===== src/rtl/rdp_pkg.sv =====
package rdp_pkg;
  typedef enum logic [1:0] {
    CMD_DESEL = 2'd0,
    CMD_READ  = 2'd1,
    CMD_HOLD  = 2'd2
  } rdp_cmd_e;
endpackage


===== src/rtl/rdp_cmd_pipe.sv =====
module rdp_cmd_pipe
  import rdp_pkg::*;
#(
  parameter int unsigned DEPTH = 2
) (
  input  logic     clk_i,
  input  logic     rst_ni,
  input  logic     ce_i,
  input  logic     rd_i,
  output rdp_cmd_e s1_o,
  output rdp_cmd_e s2_o
);
  rdp_cmd_e cmd_in;
  rdp_cmd_e stage_q [DEPTH];

  always_comb begin
    if (!ce_i)     cmd_in = CMD_DESEL;
    else if (rd_i) cmd_in = CMD_READ;
    else           cmd_in = CMD_HOLD;
  end

  for (genvar g = 0; g < DEPTH; g++) begin : g_stage
    always_ff @(posedge clk_i or negedge rst_ni) begin
      if (!rst_ni) stage_q[g] <= CMD_DESEL;
      else if (g == 0) stage_q[g] <= cmd_in;
      else stage_q[g] <= stage_q[(g == 0) ? 0 : g-1];
    end
  end

  assign s1_o = stage_q[0];
  assign s2_o = stage_q[DEPTH-1];
endmodule


===== src/rtl/rdp_data_path.sv =====
module rdp_data_path
  import rdp_pkg::*;
#(
  parameter int unsigned DW = 36
) (
  input  logic          clk_i,
  input  logic          rst_ni,
  input  rdp_cmd_e      s1_i,
  input  logic          pipe_mode_i,
  input  logic [DW-1:0] arr_data_i,
  output logic [DW-1:0] dq_o
);
  logic [DW-1:0] data_q;

  // loads the word of the access in progress; doubles as hold register
  always_ff @(posedge clk_i or negedge rst_ni) begin
    if (!rst_ni)              data_q <= '0;
    else if (s1_i == CMD_READ) data_q <= arr_data_i;
  end

  always_comb begin
    if (pipe_mode_i)            dq_o = data_q;
    else if (s1_i == CMD_READ)  dq_o = arr_data_i;
    else                        dq_o = data_q;
  end
endmodule


===== src/rtl/rdp_drive_ctl.sv =====
module rdp_drive_ctl
  import rdp_pkg::*;
(
  input  logic     clk_i,
  input  logic     rst_ni,
  input  rdp_cmd_e s1_i,
  input  rdp_cmd_e s2_i,
  input  logic     pipe_mode_i,
  input  logic     dcd_mode_i,
  output logic     drv_o
);
  logic hold_q;
  logic early_off;

  // single-cycle deselect cuts holding one stage ahead of data
  assign early_off = !dcd_mode_i && (s1_i == CMD_DESEL);

  always_comb begin
    if (pipe_mode_i)
      drv_o = (s2_i == CMD_READ) ||
              (hold_q && (s2_i != CMD_DESEL) && !early_off);
    else
      drv_o = (s1_i == CMD_READ) || (hold_q && (s1_i != CMD_DESEL));
  end

  always_ff @(posedge clk_i or negedge rst_ni) begin
    if (!rst_ni) hold_q <= 1'b0;
    else         hold_q <= drv_o;
  end
endmodule


===== src/rtl/rd_out_pipe.sv =====
module rd_out_pipe
  import rdp_pkg::*;
#(
  parameter int unsigned DW = 36
) (
  input  logic          clk_i,
  input  logic          rst_ni,
  input  logic          ce_i,
  input  logic          rd_i,
  input  logic [DW-1:0] arr_data_i,
  input  logic          pipe_mode_i,
  input  logic          dcd_mode_i,
  input  logic          oe_i,
  output logic [DW-1:0] dq_o,
  output logic          dq_oe_o
);
  rdp_cmd_e s1, s2;
  logic     drv;

  rdp_cmd_pipe #(.DEPTH(2)) u_cmd (
    .clk_i (clk_i), .rst_ni(rst_ni), .ce_i(ce_i), .rd_i(rd_i),
    .s1_o  (s1), .s2_o(s2)
  );

  rdp_data_path #(.DW(DW)) u_data (
    .clk_i      (clk_i), .rst_ni(rst_ni), .s1_i(s1),
    .pipe_mode_i(pipe_mode_i), .arr_data_i(arr_data_i), .dq_o(dq_o)
  );

  rdp_drive_ctl u_drv (
    .clk_i      (clk_i), .rst_ni(rst_ni), .s1_i(s1), .s2_i(s2),
    .pipe_mode_i(pipe_mode_i), .dcd_mode_i(dcd_mode_i), .drv_o(drv)
  );

  // asynchronous final gate
  assign dq_oe_o = drv && oe_i;
endmodule


===== config.mk =====
export PLATFORM = sky130hd
export DESIGN_NAME = rd_out_pipe
export DESIGN_NICKNAME = d
export VERILOG_FILES = /design/src/rtl/rdp_pkg.sv /design/src/rtl/rdp_cmd_pipe.sv /design/src/rtl/rdp_data_path.sv /design/src/rtl/rdp_drive_ctl.sv /design/src/rtl/rd_out_pipe.sv
export SDC_FILE = /design/constraint.sdc
export NUM_CORES = 1
export LEC_CHECK = 0
export BUFFER_PORTS_ARGS = -buffer_cell sky130_fd_sc_hd__buf_2
export CORE_MARGIN = 3
export CORE_UTILIZATION = 50
export DETAILED_ROUTE_END_ITERATION = 8
export GPL_TIMING_DRIVEN = 0
export PLACE_DENSITY = 0.9
export SYNTH_ARGS = -nofsm -noshare
export SYNTH_HDL_FRONTEND = slang
export SYNTH_HIERARCHICAL = 1
export SYNTH_SLANG_ARGS = --single-unit

===== constraint.sdc =====
create_clock -name clk_i -period 2.55 [get_ports clk_i]
set_input_delay 0.255 -clock clk_i [delete_from_list [all_inputs] [get_ports clk_i]]
set_output_delay 0.255 -clock clk_i [all_outputs]
set_load 0.01 [all_outputs]

---- Word-level counts from Yosys, hierarchy flattened ----
Index checks and enable logic that the tools add are counted.
operators by class
  equality and inequality tests ........... 2
  muxes and demuxes ....................... 5
  reductions and logical operators ........ 12
operators with widths
  operator                                                                number
  36-bit two-way mux                                                      2
  1-bit logical AND                                                       5
  2-bit by 1-bit equality test with 1-bit output (second input constant)  2
  2-bit two-way mux                                                       2
  2-bit nonzero test                                                      2
  1-bit logical NOT                                                       2
  2-bit logical NOT                                                       1
  1-bit logical OR                                                        2
  1-bit two-way mux                                                       1
storage, ports and cells
  register bits after elaboration ......... 41
  input port bits ......................... 43
  output and inout port bits .............. 37

---- Logic depth before layout (Yosys ltp) ----
  word-level depth ........................ 7
  depth in mapped cells ................... 4

---- Cells and area by module ----
Netlist, hierarchy kept.
by module, submodules not included
  module         times used  cells each  area each (um^2)  seq. area each (um^2)
  rdp_data_path  1           118         2083.2            900.9
  rdp_cmd_pipe   1           6           116.4             100.1
  rdp_drive_ctl  1           6           61.3              25.0
  rd_out_pipe    1           1           6.3               0.0

---- Worst setup path before layout ----
Ideal clock, no wire load.
  path type ............................... register to output
  start point ............................. register u_cmd.stage_q, in the netlist u_cmd/s1_o[1]
  end point ............................... output port dq_o[10]
  data arrival time ....................... 1213 ps
  required time ........................... 2295 ps
  path slack .............................. 1082 ps
  stages on the path, launching flop included .. 5
  cell sequence ........................... dfrtp_1 -> nor3b_2 -> buf_6 -> buf_12 -> mux2_4
on the way
  longest elaborated chain between the ends .. 3
ends and longest elaborated chain
  item                                            RTL line             source
  from (decl)                                     rdp_cmd_pipe.sv:14   rdp_cmd_e stage_q [DEPTH];
  from (signal, indexed assignment)               rdp_cmd_pipe.sv:25   else if (g == 0) stage_q[g] <= cmd_in;
  from (signal, indexed assignment)               rdp_cmd_pipe.sv:26   else stage_q[g] <= stage_q[(g == 0) ? 0 : g-1];
  2-bit by 1-bit equality test with 1-bit output  rdp_data_path.sv:23  else if (s1_i == CMD_READ) dq_o = arr_data_i;
  36-bit two-way mux                              -
  36-bit two-way mux                              rdp_data_path.sv:22  if (pipe_mode_i) dq_o = data_q;
  to (decl)                                       rd_out_pipe.sv:14    output logic [DW-1:0] dq_o,
No other way between the ends.

---- Final worst setup path ----
  start point ............................. register u_cmd.stage_q, in the netlist u_cmd/s1_o[1]
  end point ............................... output port dq_o[12]
The elaborated chain is that of the path after synthesis.

==> results.py <==
metrics = {
    "placement": {
        "place.gp.congestion": 0.677,
        "dp.cells": 260,
        "dpl_cell_area_um2": 2730,
        "place_ws_ns": 0.857,
        "dpl.hpwl_mm": 3.21,
        "portBuffers": 79,
    },
    "global_route": {
        "grt_util_all_layers_pct": 16.1,
        "grt_pass1_vias": 1446,
        "grt_overflow": 0,
        "grt_pass1_wl_mm": 6.63,
        "grt_start_max_net_pins": 42,
        "antenna_found_initial": 0,
    },
    "yosys": {
        "synth_area_leaders": "dfrtp_1 45%, mux2_4 40%, mux2_2 6.0%",
        "synth_top_area_cell": "dfrtp_1",
        "synth-seq-cells": 41,
        "syn_nets": 174,
        "synth_area_um2": 2270,
        "netlist-cell-type-count": 16,
        "yosysSeqAreaShare_pct": 45.3,
        "synth_top_area_share_pct": 45.3,
        "syn_avg_cell_area_um2": 17.3,
        "yosysWarnings": 6,
        "postSynthCellCount": 131,
    },
    "clock_tree": {
        "clk_pin_slew_ns": 0.07,
        "cts_buffers": 5,
        "cts.sinks": 41,
        "cts-hold-fix-buffers": 0,
        "cts_max_path_buffers": 2,
        "cts_tree": "yes",
        "cts_setup_buffers": 0,
        "post_cts_resized": 0,
        "cts_root_buf": "clkbuf_8",
        "clock_latency_ns": 0.28,
        "htreeDepth": 2,
    },
    "drt": {
        "post_drt_wl_per_cell_um": 15.8,
        "drtAntennaViolNets": 0,
        "dr_total_vias": 1373,
        "dr.pass1.iters": 3,
        "viasPerCell": 5.14,
        "routed_wl_mm": 4.22,
        "drcViolationCount": 0,
        "drt_iter0_drc": 50,
    },
    "worst_setup_path": {
        "critPathBufInv": 3,
        "criticalPathCategory": "reg -> out",
        "crit_fanout": 10,
        "cpPeakStageDelay_ns": 0.44,
        "cp_cell_sequence": "nor3b_2 > buf_6 > buf_12 > mux2_4 > buf_2",
        "crit_slowest_cell": "dfrtp_1",
        "end_kind": "primary output",
        "critical-path-top-delay-family": "buffers and inverters",
        "critical_path_arrival_ns": 1.73,
        "start_kind": "register",
        "required_ns": 2.30,
    },
    "pwr": {
        "ir_drop_v": 0.000292,
        "power.leakage_nw": 1.41,
        "powerDensity_nw_per_um2": 645,
    },
    "status": {
        "status": "complete, no violations",
    },
    "finish": {
        "syn_to_final_growth_pct": 24.0,
        "diodes": 0,
        "fin_area_um2": 2810,
        "multi_input_area_um2": 1110,
        "final_cells": 267,
        "seqCellArea_um2": 1030,
        "drive_above_1_share_pct": 77.4,
        "fillers": 305,
        "layout.nets": 260,
    },
    "timing": {
        "timing.final.crit_share_pct": 77.9,
        "timing.fmax_mhz": 504,
        "worstMarginPinSlew_ns": 0.873,
        "rsz0062_at_grt": "no",
        "maxSlewHeadroom_pct": 41.8,
        "hold_viol": 0,
        "drv_slew": 0,
        "setup_viol": 0,
        "min_period_ns": 1.99,
        "skew_ns": 0.00388,
        "layout_setup_ws_ns": 0.564,
        "fin_tns_setup_ns": 0,
    },
    "run": {
        "max_cap_viol_count": 0,
    },
    "floorplan": {
        "io_pins": 80,
        "start_util_pct": 54.3,
        "dieArea_um2": 5380,
        "die_y_um": 73.3,
        "die_w_um": 73.3,
        "coreArea_um2": 4170,
        "row_count": 23,
    },
    "min_path": {
        "hold_path.class": "in -> async",
    },
}
==> state kept, by name, summed over array words and instances, names as in the netlist <==
name,flops
u_cmd/s1_o,2
u_cmd/s2_o,2
u_data/data_q,36
u_drv/hold_q,1
==> worst paths after layout <==
path | start | end | slack, ns | cells after the start
setup / recovery | u_cmd/s1_o[1] | dq_o[12] | 0.56 | 5
hold / removal | rst_ni | u_data/data_q[29] | 0.09 | 1
setup reg to reg | u_cmd/s1_o[1] | u_data/data_q[23] | 1.17 | 4
hold reg to reg | u_cmd/s1_o[0] | u_cmd/s2_o[0] | 0.45 | 0
max in group asynchronous | rst_ni | u_cmd/s2_o[1] | 1.92 | 1
min in group clk_i | ce_i | u_cmd/s1_o[0] | 0.20 | 2
==> metrics by stage <==
| step | total power [W] | hold slack (ns) | utilization, % |
|---|---|---|---|
| after detailed placement | 0.00142 | 0.428 | 65.3 |
| after CTS | 0.00184 | 0.115 | 67.4 |
| after floorplan | 0.00122 | -0.0406 | - |
| after global placement | 0.00139 | 0.425 | 65.3 |
| after global routing | 0.00192 | 0.173 | 67.4 |
| final | 0.00181 | 0.0870 | 67.4 |
==> cell usage in the layout (no fill, tap or decap) <==
master	instances
dfrtp_1	41
clkbuf_8	6
buf_6	2
nor3b_2	1
buf_8	3
a211oi_1	1
and2b_2	1
buf_12	3
nand2b_1	1
and2b_1	1
buf_2	79
and2_2	1
o311ai_1	1
and2_1	1
nor2b_1	1
mux2_2	12
mux2_4	60
a31oi_1	1
clkbuf_1	1
==> per-layer routing <==
metal / wire (um) / global-route usage (%)
met5: 0 / 0
met4: 40 / 4.83
met3: 270 / 3.69
met2: 2320 / 30.2
met1: 1590 / 18.0
==> cells in the mapped netlist <==
library cell and count:
mux2_4 60, dfrtp_1 41, mux2_2 12, buf_12 3
buf_8 3, buf_6 2, a211oi_1 1, a31oi_1 1
and2_1 1, and2_2 1, and2b_1 1, and2b_2 1
nand2b_1 1, nor2b_1 1, nor3b_2 1, o311ai_1 1
==> cell families after synthesis <==
group           count (synthesis)  share of synthesized area, %
compound gates                  3                         0.994
buf+inv                         8                          5.63
flops                          41                          45.3
mux                            72                          45.7
simple gates                    7                          2.43
==> final cells by class <==
type | count | share of cell area, %
repair buffers | 79 | 14.1
plain buffers | 8 | 4.54
clock buffers | 7 | 3.07
flip-flops and latches | 41 | 36.5
well taps | 50 | 2.23
multi-input cells | 82 | 39.6
==> where the power goes <==
group | internal (W) | switching [W] | leakage [nW]
registers | 0.000757 | 0.0000614 | 0.487
clock network | 0.000215 | 0.000202 | 0.0443
logic | 0.000372 | 0.000207 | 0.876
Power figures use the tool's default switching activity.
